## src/rtl/tw_pkg.sv

```systemverilog
package tw_pkg;

   // Mode codes of the per-axis wrap field
   typedef enum logic [2:0] {
      WM_EDGE        = 3'd0,
      WM_BORDER      = 3'd1,
      WM_REPEAT      = 3'd2,
      WM_MIRROR      = 3'd3,
      WM_EDGE_NEGREP = 3'd4,
      WM_BORD_NEGREP = 3'd5,
      WM_REPEAT_6    = 3'd6,
      WM_REPEAT_7    = 3'd7
   } wrap_mode_e;

   // Operation actually applied once the sign has been considered
   typedef enum logic [1:0] {
      OP_CLAMP  = 2'd0,
      OP_BORDER = 2'd1,
      OP_REPEAT = 2'd2,
      OP_MIRROR = 2'd3
   } wrap_op_e;

   localparam int unsigned AXES = 2;

endpackage

```

## src/rtl/tw_mode_decode.sv

```systemverilog
module tw_mode_decode
   import tw_pkg::*;
(
   input  logic [2:0] mode,
   input  logic       negative,
   output wrap_op_e   op
);

   always_comb begin
      unique case (wrap_mode_e'(mode))
         WM_EDGE:        op = OP_CLAMP;
         WM_BORDER:      op = OP_BORDER;
         WM_REPEAT:      op = OP_REPEAT;
         WM_MIRROR:      op = OP_MIRROR;
         WM_EDGE_NEGREP: op = negative ? OP_REPEAT : OP_CLAMP;
         WM_BORD_NEGREP: op = negative ? OP_REPEAT : OP_BORDER;
         default:        op = OP_REPEAT;
      endcase
   end

endmodule

```

## src/rtl/tw_range_cmp.sv

```systemverilog
module tw_range_cmp #(
   parameter int unsigned COORD_W = 16,
   parameter int unsigned SIZE_W  = 11
) (
   input  logic signed [COORD_W-1:0] coord,
   input  logic        [SIZE_W-1:0]  size,
   output logic                      below,
   output logic                      at_or_above
);

   localparam int unsigned EXT_W = ((COORD_W > SIZE_W) ? COORD_W : SIZE_W) + 1;

   logic signed [EXT_W-1:0] coord_ext;
   logic signed [EXT_W-1:0] size_ext;

   assign coord_ext   = EXT_W'(coord);
   assign size_ext    = $signed({{(EXT_W-SIZE_W){1'b0}}, size});
   assign below       = coord[COORD_W-1];
   assign at_or_above = (coord_ext >= size_ext);

endmodule

```

## src/rtl/tw_axis.sv

```systemverilog
module tw_axis
   import tw_pkg::*;
#(
   parameter int unsigned COORD_W = 16,
   parameter int unsigned SIZE_W  = 11
) (
   input  logic                      clk,
   input  logic                      rst_n,
   input  logic                      req,
   input  logic signed [COORD_W-1:0] coord,
   input  logic        [SIZE_W-1:0]  size,
   input  logic        [2:0]         mode,
   output logic        [SIZE_W-1:0]  idx_q,
   output logic                      border_q
);

   logic              below;
   logic              above;
   wrap_op_e          op;
   logic [SIZE_W-1:0] mask;
   logic [SIZE_W-1:0] low_bits;
   logic [SIZE_W-1:0] rep_val;
   logic [SIZE_W-1:0] mir_val;
   logic [SIZE_W-1:0] edge_val;
   logic              odd_period;
   logic [SIZE_W-1:0] idx_d;
   logic              border_d;

   tw_range_cmp #(.COORD_W(COORD_W), .SIZE_W(SIZE_W)) i_cmp (
      .coord       (coord),
      .size        (size),
      .below       (below),
      .at_or_above (above)
   );

   tw_mode_decode i_dec (
      .mode     (mode),
      .negative (below),
      .op       (op)
   );

   // Power-of-two size: remainder by mask, period parity from the size bit
   assign mask       = size - 1'b1;
   assign low_bits   = coord[SIZE_W-1:0];
   assign rep_val    = low_bits & mask;
   assign odd_period = |(low_bits & size);
   assign mir_val    = odd_period ? (mask - rep_val) : rep_val;
   assign edge_val   = below ? '0 : (above ? mask : low_bits);

   always_comb begin
      border_d = 1'b0;
      unique case (op)
         OP_CLAMP:  idx_d = edge_val;
         OP_BORDER: begin
            idx_d    = edge_val;
            border_d = below | above;
         end
         OP_REPEAT: idx_d = rep_val;
         default:   idx_d = mir_val;
      endcase
   end

   always_ff @(posedge clk or negedge rst_n) begin
      if (!rst_n) begin
         idx_q    <= '0;
         border_q <= 1'b0;
      end else if (req) begin
         idx_q    <= idx_d;
         border_q <= border_d;
      end
   end

endmodule

```

## src/rtl/tex_wrap_unit.sv

```systemverilog
module tex_wrap_unit
   import tw_pkg::*;
#(
   parameter int unsigned COORD_W = 16,
   parameter int unsigned SIZE_W  = 11
) (
   input  logic                      clk,
   input  logic                      rst_n,
   input  logic                      in_valid,
   input  logic signed [COORD_W-1:0] s_coord,
   input  logic signed [COORD_W-1:0] t_coord,
   input  logic        [SIZE_W-1:0]  width,
   input  logic        [SIZE_W-1:0]  height,
   input  logic        [2:0]         s_mode,
   input  logic        [2:0]         t_mode,
   output logic                      out_valid,
   output logic        [SIZE_W-1:0]  s_out,
   output logic        [SIZE_W-1:0]  t_out,
   output logic                      s_border,
   output logic                      t_border
);

   generate
      if (COORD_W <= SIZE_W) begin : g_bad_coord_w
         $error("COORD_W must exceed SIZE_W");
      end
      if (SIZE_W < 2) begin : g_bad_size_w
         $error("SIZE_W must be at least 2");
      end
   endgenerate

   logic signed [COORD_W-1:0] ax_coord  [AXES];
   logic        [SIZE_W-1:0]  ax_size   [AXES];
   logic        [2:0]         ax_mode   [AXES];
   logic        [SIZE_W-1:0]  ax_idx    [AXES];
   logic                      ax_border [AXES];

   assign ax_coord[0] = s_coord;
   assign ax_size[0]  = width;
   assign ax_mode[0]  = s_mode;
   assign ax_coord[1] = t_coord;
   assign ax_size[1]  = height;
   assign ax_mode[1]  = t_mode;

   generate
      for (genvar a = 0; a < AXES; a++) begin : g_axis
         tw_axis #(.COORD_W(COORD_W), .SIZE_W(SIZE_W)) i_axis (
            .clk      (clk),
            .rst_n    (rst_n),
            .req      (in_valid),
            .coord    (ax_coord[a]),
            .size     (ax_size[a]),
            .mode     (ax_mode[a]),
            .idx_q    (ax_idx[a]),
            .border_q (ax_border[a])
         );
      end
   endgenerate

   always_ff @(posedge clk or negedge rst_n) begin
      if (!rst_n) out_valid <= 1'b0;
      else        out_valid <= in_valid;
   end

   assign s_out    = ax_idx[0];
   assign t_out    = ax_idx[1];
   assign s_border = ax_border[0];
   assign t_border = ax_border[1];

endmodule

```

## config.mk

```make
export PLATFORM = sky130hd
export DESIGN_NAME = tex_wrap_unit
export DESIGN_NICKNAME = d
export VERILOG_FILES = /design/src/rtl/tw_pkg.sv /design/src/rtl/tw_mode_decode.sv /design/src/rtl/tw_range_cmp.sv /design/src/rtl/tw_axis.sv /design/src/rtl/tex_wrap_unit.sv
export SDC_FILE = /design/constraint.sdc
export NUM_CORES = 1
export LEC_CHECK = 0
export ABC_AREA = 1
export BUFFER_PORTS_ARGS = -buffer_cell sky130_fd_sc_hd__buf_4
export CORE_ASPECT_RATIO = 0.5
export CORE_MARGIN = 4
export CORE_UTILIZATION = 59
export DETAILED_ROUTE_END_ITERATION = 10
export PLACE_DENSITY = 0.85
export SLEW_MARGIN = 20
export SYNTH_ARGS = -nofsm -noshare
export SYNTH_HDL_FRONTEND = slang
export SYNTH_HIERARCHICAL = 1
export SYNTH_SLANG_ARGS = --single-unit
```

## constraint.sdc

```tcl
create_clock -name clk -period 1.3 [get_ports clk]
set_input_delay 0.325 -clock clk [delete_from_list [all_inputs] [get_ports clk]]
set_output_delay 0.325 -clock clk [all_outputs]
set_load 0.03 [all_outputs]
```

==> impl_metrics.env, run 1 <==
export IMPL_status="aborted with a tool error"
export IMPL_stop_stage="4_1_cts"
export IMPL_firstError="[ERROR DPL-0038] Utilization greater than 100%, impossible to legalize"
export IMPL_yosys_area_share_simple_pct=37.44
export IMPL_syn_inst=575
export IMPL_hpwlAfterDp_mm=12.62
export IMPL_syn_avg_cell_area_um2=6.115
export IMPL_netlist_top_cells_area="dfrtp_1 (18%), nand2_1 (13%), inv_1 (11%), ha_1 (9.3%), nor2_1 (8.5%)"
export IMPL_synth_edf_count=0
export IMPL_synth_fa_ha_area_share_pct=9.253
export IMPL_cts_sinks=25
export IMPL_synth_cell_types=39
export IMPL_die_width_um=117.2
export IMPL_port_buffers=87
export IMPL_synthMuxAreaShare_pct=0
export IMPL_synth_area_leader_cell="dfrtp_1"
export IMPL_gp_congestion=0.9235
export IMPL_cts_htree_levels=1
export IMPL_synth_seq_cells=25
export IMPL_rows=19
export IMPL_die_h_um=62.59
export IMPL_cts_buffers=3
export IMPL_ioPinCount=88
export IMPL_cts_resized=131
export IMPL_postCtsSetupBuffers=13
export IMPL_synth_compound_area_share_pct=18.86
export IMPL_synth_top_family_by_area="simple AND/OR/NAND/NOR gates"
export IMPL_synth_ff_type="dfrtp_1"
export IMPL_postCtsHoldBufs=1
export IMPL_synth_area_um2=3516
export IMPL_postSynth_asyncResetShare_pct=100.0
export IMPL_root_buffer="clkbuf_16"
export IMPL_cts_buffer_depth=2
export IMPL_synthXorXnorAreaFrac_pct=3.416
export IMPL_ys_warn_count=6
export IMPL_synth_top_area_share_pct=17.79
export IMPL_synth_nets=664
export IMPL_ys_seq_area_share_pct=17.79
export IMPL_start_util_pct=62.40
[cell families after synthesis]
kind of cell | Yosys count
AND/OR/NAND/NOR | 278
buffers and inverters | 120
AO/OA/AOI/OAI | 112
adder cells (fa/ha/maj) | 26
flip-flops | 25
XOR/XNOR | 12
other | 2
[metrics by stage]
stage	instances	setup slack [ps]	instance area [um^2]	utilization, %	hold slack, ps
after detailed placement	857	-1132	5459	96.89	239.0
after global placement	857	-897.5	5459	96.89	234.9
after floorplan	575	-656.9	3791	-	29.41
[Yosys cell counts (10+ instances only)]
cell type,instances
o21ai_1,10
nand3_1,26
inv_2,14
nor2_1,80
nand2_1,120
ha_1,26
dfrtp_1,25
o22ai_1,16
o21ai_0,30
xor2_1,10
nand3_2,12
inv_1,100
a21oi_1,28
==> run 2: changes to the inputs <==
CORE_ASPECT_RATIO = unset   (was 0.5)
CORE_UTILIZATION = 40   (was 59)
PLACE_DENSITY = unset   (was 0.85)
PLACE_DENSITY_LB_ADDON = 0.15   (was unset)
==> run 2 against run 1 <==
The flow now finishes, with violations (negative setup slack). Area after synthesis unchanged. Synthesized cell count is the same.
==> impl_metrics.env, run 2 <==
export IMPL_top_register="g_axis.i_axis/idx_q"
export IMPL_yosysMostFrequentCell="nand2_1"
export IMPL_synth_top_area_share_pct=17.79
export IMPL_grt_overflow=0
export IMPL_critPathTopFamily="simple AND/OR/NAND/NOR gates"
export IMPL_switching_power_w=0.001541
export IMPL_finalMaxSlewViolations=0
export IMPL_synthTopCellsByCount="nand2_1 (120), inv_1 (100), nor2_1 (80), o21ai_0 (30), a21oi_1 (28)"
export IMPL_syn_inst=575
export IMPL_drtIter0Drc=282
export IMPL_drt_total_wl_mm=13.35
export IMPL_crit_path_end_kind="register"
export IMPL_worstSkewPairLatency_ps=270
export IMPL_ys_seq_area_share_pct=17.79
export IMPL_p_int_w=0.002161
export IMPL_cts_buffers=3
export IMPL_die_area_um2=10350
export IMPL_ys_warn_count=6
export IMPL_placed_cells=906
export IMPL_port_buffers=87
export IMPL_largest_reg_flops=22
export IMPL_fin_nets=912
export IMPL_area_delta_synth_final_pct=83.27
export IMPL_period_share_pct=148.6
export IMPL_antenna_found_initial=0
export IMPL_min_period_ps=1931
export IMPL_post_drt_via_cell_ratio=5.157
export IMPL_hold_path_cell_count=3
export IMPL_die_h_um=101.8
export IMPL_crit_cells=18
export IMPL_leakage_nw=3.217
export IMPL_hold_worst_slack_ps=396.2
export IMPL_cts_sinks=25
export IMPL_cp_num_buf_inv=5
export IMPL_violations="negative setup slack"
export IMPL_hp_class="in -> reg"
export IMPL_final_cell_mix="buf_4 (209), nand2_1 (101), inv_1 (66), nor2_1 (66), inv_2 (34)"
export IMPL_synth_area_leader_cell="dfrtp_1"
export IMPL_netlist_top_cells_area="dfrtp_1 (18%), nand2_1 (13%), inv_1 (11%), ha_1 (9.3%), nor2_1 (8.5%)"
export IMPL_hpwlAfterDp_mm=10.31
export IMPL_status="finished with violations"
export IMPL_fmax_ghz=0.5177
export IMPL_setup_ws_ps=-631.5
export IMPL_worstPathArrival_ps=2100
export IMPL_final_cell_count_no_fill=927
export IMPL_pwr_share_comb_pct=62.2
export IMPL_synth_nets=664
export IMPL_final_common_cell="buf_4"
export IMPL_syn_avg_cell_area_um2=6.115
export IMPL_synth_seq_cells=25
export IMPL_cts_tree="built"
export IMPL_gp_congestion=0.9372
export IMPL_drc=0
export IMPL_root_buffer="clkbuf_8"
export IMPL_cts_htree_levels=1
export IMPL_grt_pass1_vias=4563
export IMPL_ff2ff_path_depth=2
export IMPL_switching_share_pct=41.62
export IMPL_die_width_um=101.8
export IMPL_top_regs="g_axis.i_axis/idx_q x22, g_axis.i_axis/border_q x2, out_valid x1"
export IMPL_synth_cell_types=39
export IMPL_ant_nets=0
export IMPL_ir_drop_mv=0.4387
export IMPL_drive_gt1_share_pct=54.26
export IMPL_rsz0062_at_grt="yes"
export IMPL_crit_path_frequent_cell="nand2_1"
export IMPL_vias=4781
export IMPL_cts_buffer_depth=2
export IMPL_rows=33
export IMPL_p_clk_share_pct=12.7
export IMPL_power_density_nw_per_um2=574.6
export IMPL_cp_start_kind="input pin"
export IMPL_setup_viol=24
export IMPL_fin_setup_tns_ps=-12030
export IMPL_power_w=0.003703
export IMPL_seq_power_share_pct=25.1
export IMPL_n_antenna_cell=0
export IMPL_wl_per_cell_um=14.40
export IMPL_ioPinCount=88
export IMPL_start_util_pct=41.95
export IMPL_critPathRequiredTime_ps=1460
export IMPL_clkTransAtPathRegs_ps=90
export IMPL_finalHoldViolCount=0
export IMPL_synth_area_um2=3516
export IMPL_core_area_um2=8382
export IMPL_utilization_pct=76.88
export IMPL_synth_edf_count=0
export IMPL_postSynth_asyncResetShare_pct=100.0
export IMPL_grt_pass1_wl_mm=20.91
export IMPL_critPathKind="in -> reg"
export IMPL_cp_slowest_stage_delay_ps=240
export IMPL_synth_ff_type="dfrtp_1"
export IMPL_slowest_stage="ha_4"
export IMPL_grt_max_degree=26
export IMPL_path_max_fanout=6
export IMPL_skew_ps=0
export IMPL_track_usage_pct=24.97
export IMPL_drv_cap=0
export IMPL_first_pass_iters=5
export IMPL_crit_chain="buf_8 -> inv_8 -> ha_4 -> a21o_1 -> nor2_1 -> nand2_1 -> nand2_1 -> nand2_1 -> nand2_1 -> nand2_2 -> buf_4 -> buf_6 -> inv_8 -> nor2_4 -> o22ai_1 -> nor2_1 -> nor2_1 -> a21oi_2"
-- run 2: timing repair --
item,4_1_cts,5_1_grt
resized for setup,118,67
setup endpoints to repair,24,24
buffers inserted,14,4
hold buffers,1,0
pin swaps,83,43
hold endpoints to repair,25,0
-- run 2: final timing paths --
path	startpoint	end	slack, ps
min reg2reg	g_axis[1].i_axis/border_q	g_axis[1].i_axis/border_q	500
min in group asynchronous	rst_n	g_axis[1].i_axis/idx_q[4]	500
max reg2reg	g_axis[0].i_axis/idx_q[9]	g_axis[0].i_axis/idx_q[9]	600
max in group asynchronous	rst_n	g_axis[0].i_axis/idx_q[8]	550
max	width[7]	g_axis[0].i_axis/idx_q[6]	-630
min	in_valid	g_axis[0].i_axis/idx_q[5]	400
-- run 2: metal layers --
metal,GRT usage [%],vias to the layer above,wire [um]
li1,-,2327,-
met1,34.19,2208,5727
met2,41.85,210,6269
met3,3.650,36,1062
met4,5.215,0,292
met5,0,-,0
-- run 2: area by class of cell --
type,instances,area [um^2]
Clock buffer,3,41.29
Multi-Input combinational cell,430,3092
Inverter,116,515.5
Timing Repair Buffer,247,2031
Fill cell,613,1938
Sequential cell,25,625.6
Clock inverter,1,7.507
Tap cell,105,131.4
-- run 2: power groups by stage --
stage	clock [W]	sequential, W	combinational [W]
after global routing	0.000505	0.000939	0.00248
after global placement	0	0.000937	0.00188
after floorplan	0	0.00110	0.000810
final	0.000472	0.000929	0.00230
after CTS	0.000486	0.000928	0.00213
after detailed placement	0	0.000943	0.00193
-- run 2: logic make-up after synthesis --
logic type                 Yosys count  synth area share [%]
AOI/OAI and AO/OA                  112                 18.86
xor gates and xnor gates            12                 3.416
adders and majority gates           26                 9.253
buffers and inverters              120                 13.02
DFF                                 25                 17.79
other                                2                0.2136
and+or+nand+nor                    278                 37.44
-- run 2: worst min-delay path, delay by kind of cell --
family                 cells  cell delay [ps]
buffers and inverters      1              160
AND/OR/NAND/NOR            2              140
-- run 2: per-stage QoR --
step                setup slack [ps]  area [um^2]
floorplan                     -656.9         3791
global placement              -921.5         5627
detailed placement            -960.3         5627
CTS                           -587.9         6172
global route                  -777.6         6444
finish                        -631.5         6444
Power figures use the tool's default switching activity.
==> run 3: changes to the inputs <==
ABC_CLOCK_PERIOD_IN_PS = 1300   (was unset)
REMOVE_ABC_BUFFERS = 1   (was unset)
==> run 3 against run 2 <==
The run still ends with negative setup slack left. Clock skew stayed put. Routed wire length down 4.8%. Sequential power shrank 1%. Critical path type unchanged. Critical endpoint is now g_axis[1].i_axis/idx_q[5].
==> impl_metrics.env, run 3 (synthesized netlist as in run 2, its figures left out) <==
export IMPL_status="finished with violations"
export IMPL_violations="negative setup slack"
export IMPL_power_w=0.003652
export IMPL_worstPathArrival_ps=2170
export IMPL_cts_buffer_depth=2
export IMPL_final_cell_count_no_fill=923
export IMPL_drive_gt1_share_pct=52.69
export IMPL_start_util_pct=41.95
export IMPL_min_period_ps=1958
export IMPL_die_h_um=101.8
export IMPL_rsz0062_at_grt="yes"
export IMPL_finalHoldViolCount=0
export IMPL_core_area_um2=8382
export IMPL_top_regs="g_axis.i_axis/idx_q x22, g_axis.i_axis/border_q x2, out_valid x1"
export IMPL_period_share_pct=150.6
export IMPL_maxUsedRoutingLayer="met4"
export IMPL_hpwlAfterDp_mm=9.929
export IMPL_leakage_nw=3.200
export IMPL_cts_sinks=25
export IMPL_cts_buffers=3
export IMPL_dr_wl_met3_um=392
export IMPL_grt_overflow=0
export IMPL_critPathRequiredTime_ps=1510
export IMPL_gp_congestion=0.9397
export IMPL_fmax_ghz=0.5107
export IMPL_drc=0
export IMPL_final_common_cell="buf_4"
export IMPL_drv_cap=0
export IMPL_drt_total_wl_mm=12.71
export IMPL_final_cell_mix="buf_4 (205), nand2_1 (100), inv_1 (71)"
export IMPL_track_usage_pct=23.93
export IMPL_top_register="g_axis.i_axis/idx_q"
export IMPL_root_buffer="clkbuf_8"
export IMPL_cts_htree_levels=1
export IMPL_cp_start_kind="input pin"
export IMPL_setup_viol=24
export IMPL_rows=33
export IMPL_ant_nets=0
export IMPL_grt_max_degree=26
export IMPL_power_density_nw_per_um2=578.3
export IMPL_cts_tree="built"
export IMPL_critPathKind="in -> reg"
export IMPL_wl_met1_mm=4.801
export IMPL_grt_pass1_vias=4628
export IMPL_n_antenna_cell=0
export IMPL_placed_cells=904
export IMPL_drtIter0Drc=161
export IMPL_largest_reg_flops=22
export IMPL_antenna_found_initial=0
export IMPL_path_max_fanout=5
export IMPL_crit_path_end_kind="register"
export IMPL_port_buffers=87
export IMPL_vias=4558
export IMPL_hp_class="in -> reg"
export IMPL_finalMaxSlewViolations=0
export IMPL_worstSkewPairLatency_ps=270
export IMPL_wl_per_cell_um=13.77
export IMPL_clkTransAtPathRegs_ps=100
export IMPL_skew_ps=0
export IMPL_area_delta_synth_final_pct=79.61
export IMPL_grt_pass1_wl_mm=20.13
export IMPL_wl_met2_mm=7.086
export IMPL_setup_ws_ps=-657.9
export IMPL_ir_drop_mv=0.3395
export IMPL_ioPinCount=88
export IMPL_fin_nets=908
export IMPL_first_pass_iters=4
export IMPL_post_drt_via_cell_ratio=4.938
export IMPL_die_width_um=101.8
export IMPL_die_area_um2=10350
[run 3: path summary, 6_finish.rpt]
kind / to / slack [ps] / from / cells after the start
max: g_axis[1].i_axis/idx_q[5] / -660 / height[5] / 18
max reg2reg: g_axis[0].i_axis/idx_q[3] / 620 / g_axis[0].i_axis/idx_q[3] / 2
min: g_axis[1].i_axis/idx_q[0] / 380 / height[0] / 4
min in group asynchronous: g_axis[1].i_axis/idx_q[0] / 500 / rst_n / 2
max in group asynchronous: g_axis[0].i_axis/idx_q[5] / 540 / rst_n / 2
min reg2reg: g_axis[0].i_axis/idx_q[4] / 490 / g_axis[0].i_axis/idx_q[4] / 2
[run 3: what timing repair did]
| item | CTS | global route |
|---|---|---|
| gates resized for setup | 133 | 86 |
| buffers inserted | 11 | 4 |
| pin swaps | 68 | 52 |
| hold buffers | 1 | 0 |
| setup endpoints to repair | 24 | 24 |
| endpoints found under the hold margin | 25 | 0 |
[run 3: worst max-delay path: stages]
cell      delay, ps
buf_8           100
inv_4            50
ha_4            190
a21oi_2         120
nor2_1           50
nor2_1          100
nand2_1          50
nand2_1          50
nand2_1          50
nand2_1          70
nand2_2          60
or2_4           280
nor2_4          100
buf_6           130
a21oi_2          30
o21bai_1        160
o21a_1          180
nor2_1           90
[run 3: layer usage]
layer,up-vias,global-route usage (%)
met5,-,0
met4,0,8.384
met3,35,1.997
met2,113,48.99
met1,2093,24.84
li1,2317,-
[run 3: layout make-up]
| cell class | count | area (um^2) |
|---|---|---|
| Clock buffer | 3 | 41.29 |
| Clock inverter | 1 | 7.507 |
| Fill cell | 663 | 2067 |
| Inverter | 116 | 473.0 |
| Multi-Input combinational cell | 430 | 3044 |
| Sequential cell | 25 | 625.6 |
| Tap cell | 105 | 131.4 |
| Timing Repair Buffer | 243 | 1992 |
[run 3: power breakdown]
part | internal [W] | switching [W]
combinational | 0.00106 | 0.00118
sequential | 0.000864 | 0.0000547
clock | 0.000218 | 0.000277
[run 3: per-stage QoR]
step | hold slack, ps | setup TNS [ps] | setup WS [ps] | cell area [um^2] | util [%]
detailed placement | 259.5 | -21480 | -1133 | 5336 | 63.67
global placement | 259.1 | -20770 | -1102 | 5336 | 63.67
floorplan | 29.41 | -13800 | -893.0 | 3493 | -
CTS | 382.0 | -11150 | -654.4 | 5978 | 71.32
global route | 403.1 | -14030 | -751.6 | 6315 | 75.34
finish | 383.1 | -11210 | -657.9 | 6315 | 75.34
==> run 4: changes to the inputs <==
HOLD_SLACK_MARGIN = 0.05   (was unset)
SETUP_SLACK_MARGIN = 0.3   (was unset)
==> run 4 against run 3 <==
The flow still finishes with violations (negative setup slack). First-iteration DRC count fell by 3.7%. Final cell count rose by 2.4%. Core utilization rose by 3.5 points. Design area rose by 4.7%. Highest routed layer unchanged.
==> impl_metrics.env, run 4 (synthesized netlist as in run 2, its figures left out) <==
export IMPL_placed_cells=904
export IMPL_drive_gt1_share_pct=54.40
export IMPL_top_regs="g_axis.i_axis/idx_q x22, g_axis.i_axis/border_q x2, out_valid x1"
export IMPL_status="finished with violations"
export IMPL_die_h_um=101.8
export IMPL_die_area_um2=10350
export IMPL_critPathRequiredTime_ps=1510
export IMPL_hold_worst_slack_ps=381.0
export IMPL_power_density_nw_per_um2=583.2
export IMPL_fin_nets=930
export IMPL_gp_congestion=0.9397
export IMPL_worstPathArrival_ps=2190
export IMPL_drtIter0Drc=155
export IMPL_ant_nets=0
export IMPL_first_pass_iters=5
export IMPL_area_delta_synth_final_pct=87.97
export IMPL_fmax_ghz=0.5058
export IMPL_cts_sinks=25
export IMPL_ir_drop_mv=0.3508
export IMPL_die_width_um=101.8
export IMPL_drt_total_wl_mm=13.25
export IMPL_finalHoldViolCount=0
export IMPL_track_usage_pct=24.74
export IMPL_largest_reg_flops=22
export IMPL_crit_path_end_kind="register"
export IMPL_cts_buffer_depth=2
export IMPL_min_period_ps=1977
export IMPL_ioPinCount=88
export IMPL_final_common_cell="buf_4"
export IMPL_hpwlAfterDp_mm=9.929
export IMPL_path_max_fanout=5
export IMPL_grt_pass1_wl_mm=20.76
export IMPL_finalMaxSlewViolations=0
export IMPL_violations="negative setup slack"
export IMPL_rsz0062_at_grt="yes"
export IMPL_core_area_um2=8382
export IMPL_skew_ps=0
export IMPL_dpl_instance_area_um2=5336
export IMPL_rows=33
export IMPL_wl_per_cell_um=14.02
export IMPL_cts_buffers=3
export IMPL_setup_viol=24
export IMPL_grt_max_degree=26
export IMPL_fin_setup_tns_ps=-12030
export IMPL_leakage_nw=3.329
export IMPL_grt_pass1_vias=4782
export IMPL_final_cell_mix="buf_4 (199), nand2_1 (96), inv_1 (72)"
export IMPL_cts_tree="built"
export IMPL_drc=0
export IMPL_setup_ws_ps=-677.1
export IMPL_clkTransAtPathRegs_ps=100
export IMPL_grt_overflow=0
export IMPL_root_buffer="clkbuf_8"
export IMPL_drv_cap=0
export IMPL_cp_start_kind="input pin"
export IMPL_post_drt_via_cell_ratio=5.014
export IMPL_vias=4738
export IMPL_hp_class="in -> reg"
export IMPL_top_register="g_axis.i_axis/idx_q"
export IMPL_period_share_pct=152.1
export IMPL_worstSkewPairLatency_ps=280
export IMPL_final_area_um2=6609
export IMPL_start_util_pct=41.95
export IMPL_antenna_found_initial=0
export IMPL_port_buffers=87
export IMPL_final_cell_count_no_fill=945
export IMPL_n_antenna_cell=0
export IMPL_cts_htree_levels=1
export IMPL_critPathKind="in -> reg"
run 4: critical path: stages:
cell,delay [ps]
buf_4,130
ha_4,230
a21o_1,170
nor2_1,90
nand2_1,50
nand2_1,50
nand2_1,50
nand2_1,70
nand2_2,60
or2_4,280
nor2_4,90
buf_6,140
a21oi_2,30
o21bai_1,160
o21a_1,180
nor2_1,80
run 4: cell type report:
cell class,count,area (um^2)
multi-input combinational,430,3063
timing repair buffer,265,2262
fill,606,1773
sequential,25,625.6
inverter,116,478.0
tap,105,131.4
clock buffer,3,41.29
clock inverter,1,7.507
run 4: worst paths after layout:
path / startpoint / to / slack [ps] / cells after the start
worst max-delay path: t_coord[7] / g_axis[1].i_axis/idx_q[5] / -680 / 16
max in group asynchronous: rst_n / g_axis[0].i_axis/idx_q[5] / 520 / 2
worst min register to register: g_axis[0].i_axis/border_q / g_axis[0].i_axis/border_q / 540 / 2
worst max register to register: g_axis[0].i_axis/idx_q[4] / g_axis[0].i_axis/idx_q[4] / 380 / 4
min in group asynchronous: rst_n / g_axis[1].i_axis/idx_q[0] / 510 / 2
worst min-delay path: height[0] / g_axis[1].i_axis/idx_q[0] / 380 / 4
run 4: metal layers:
metal  wire length, um  share of wire [%]  track usage, %  vias to the layer above
li1                  -                  -               -                     2359
met2              7440                 56           50.20                      158
met1              4756                 36           25.38                     2174
met3               511                3.9           2.204                       47
met5                 0                  0               0                        -
met4               538                4.1           10.12                        0
run 4: power breakdown:
part	total (W)	internal, W	switching, W	leakage, nW
clock	0.000501	0.000218	0.000284	0.0217
combinational	0.00242	0.00121	0.00121	3.00
sequential	0.000935	0.000865	0.0000705	0.304
run 4: through the flow:
| step | util, % | total power (W) | setup WS (ps) |
|---|---|---|---|
| after global placement | 63.67 | 0.002698 | -1102 |
| final | 78.85 | 0.003854 | -677.1 |
| after CTS | 73.79 | 0.003631 | -654.4 |
| after detailed placement | 63.67 | 0.002740 | -1133 |
| after floorplan | - | 0.001819 | -893.0 |
| after global routing | 78.85 | 0.004107 | -806.6 |
run 4: what timing repair did:
item / in CTS / in global routing
gates resized for setup: 158 / 93
pin swaps: 68 / 68
endpoints found under the hold margin: 25 / 0
hold buffers: 1 / 0
buffers inserted: 26 / 10
setup endpoints to repair: 49 / 49
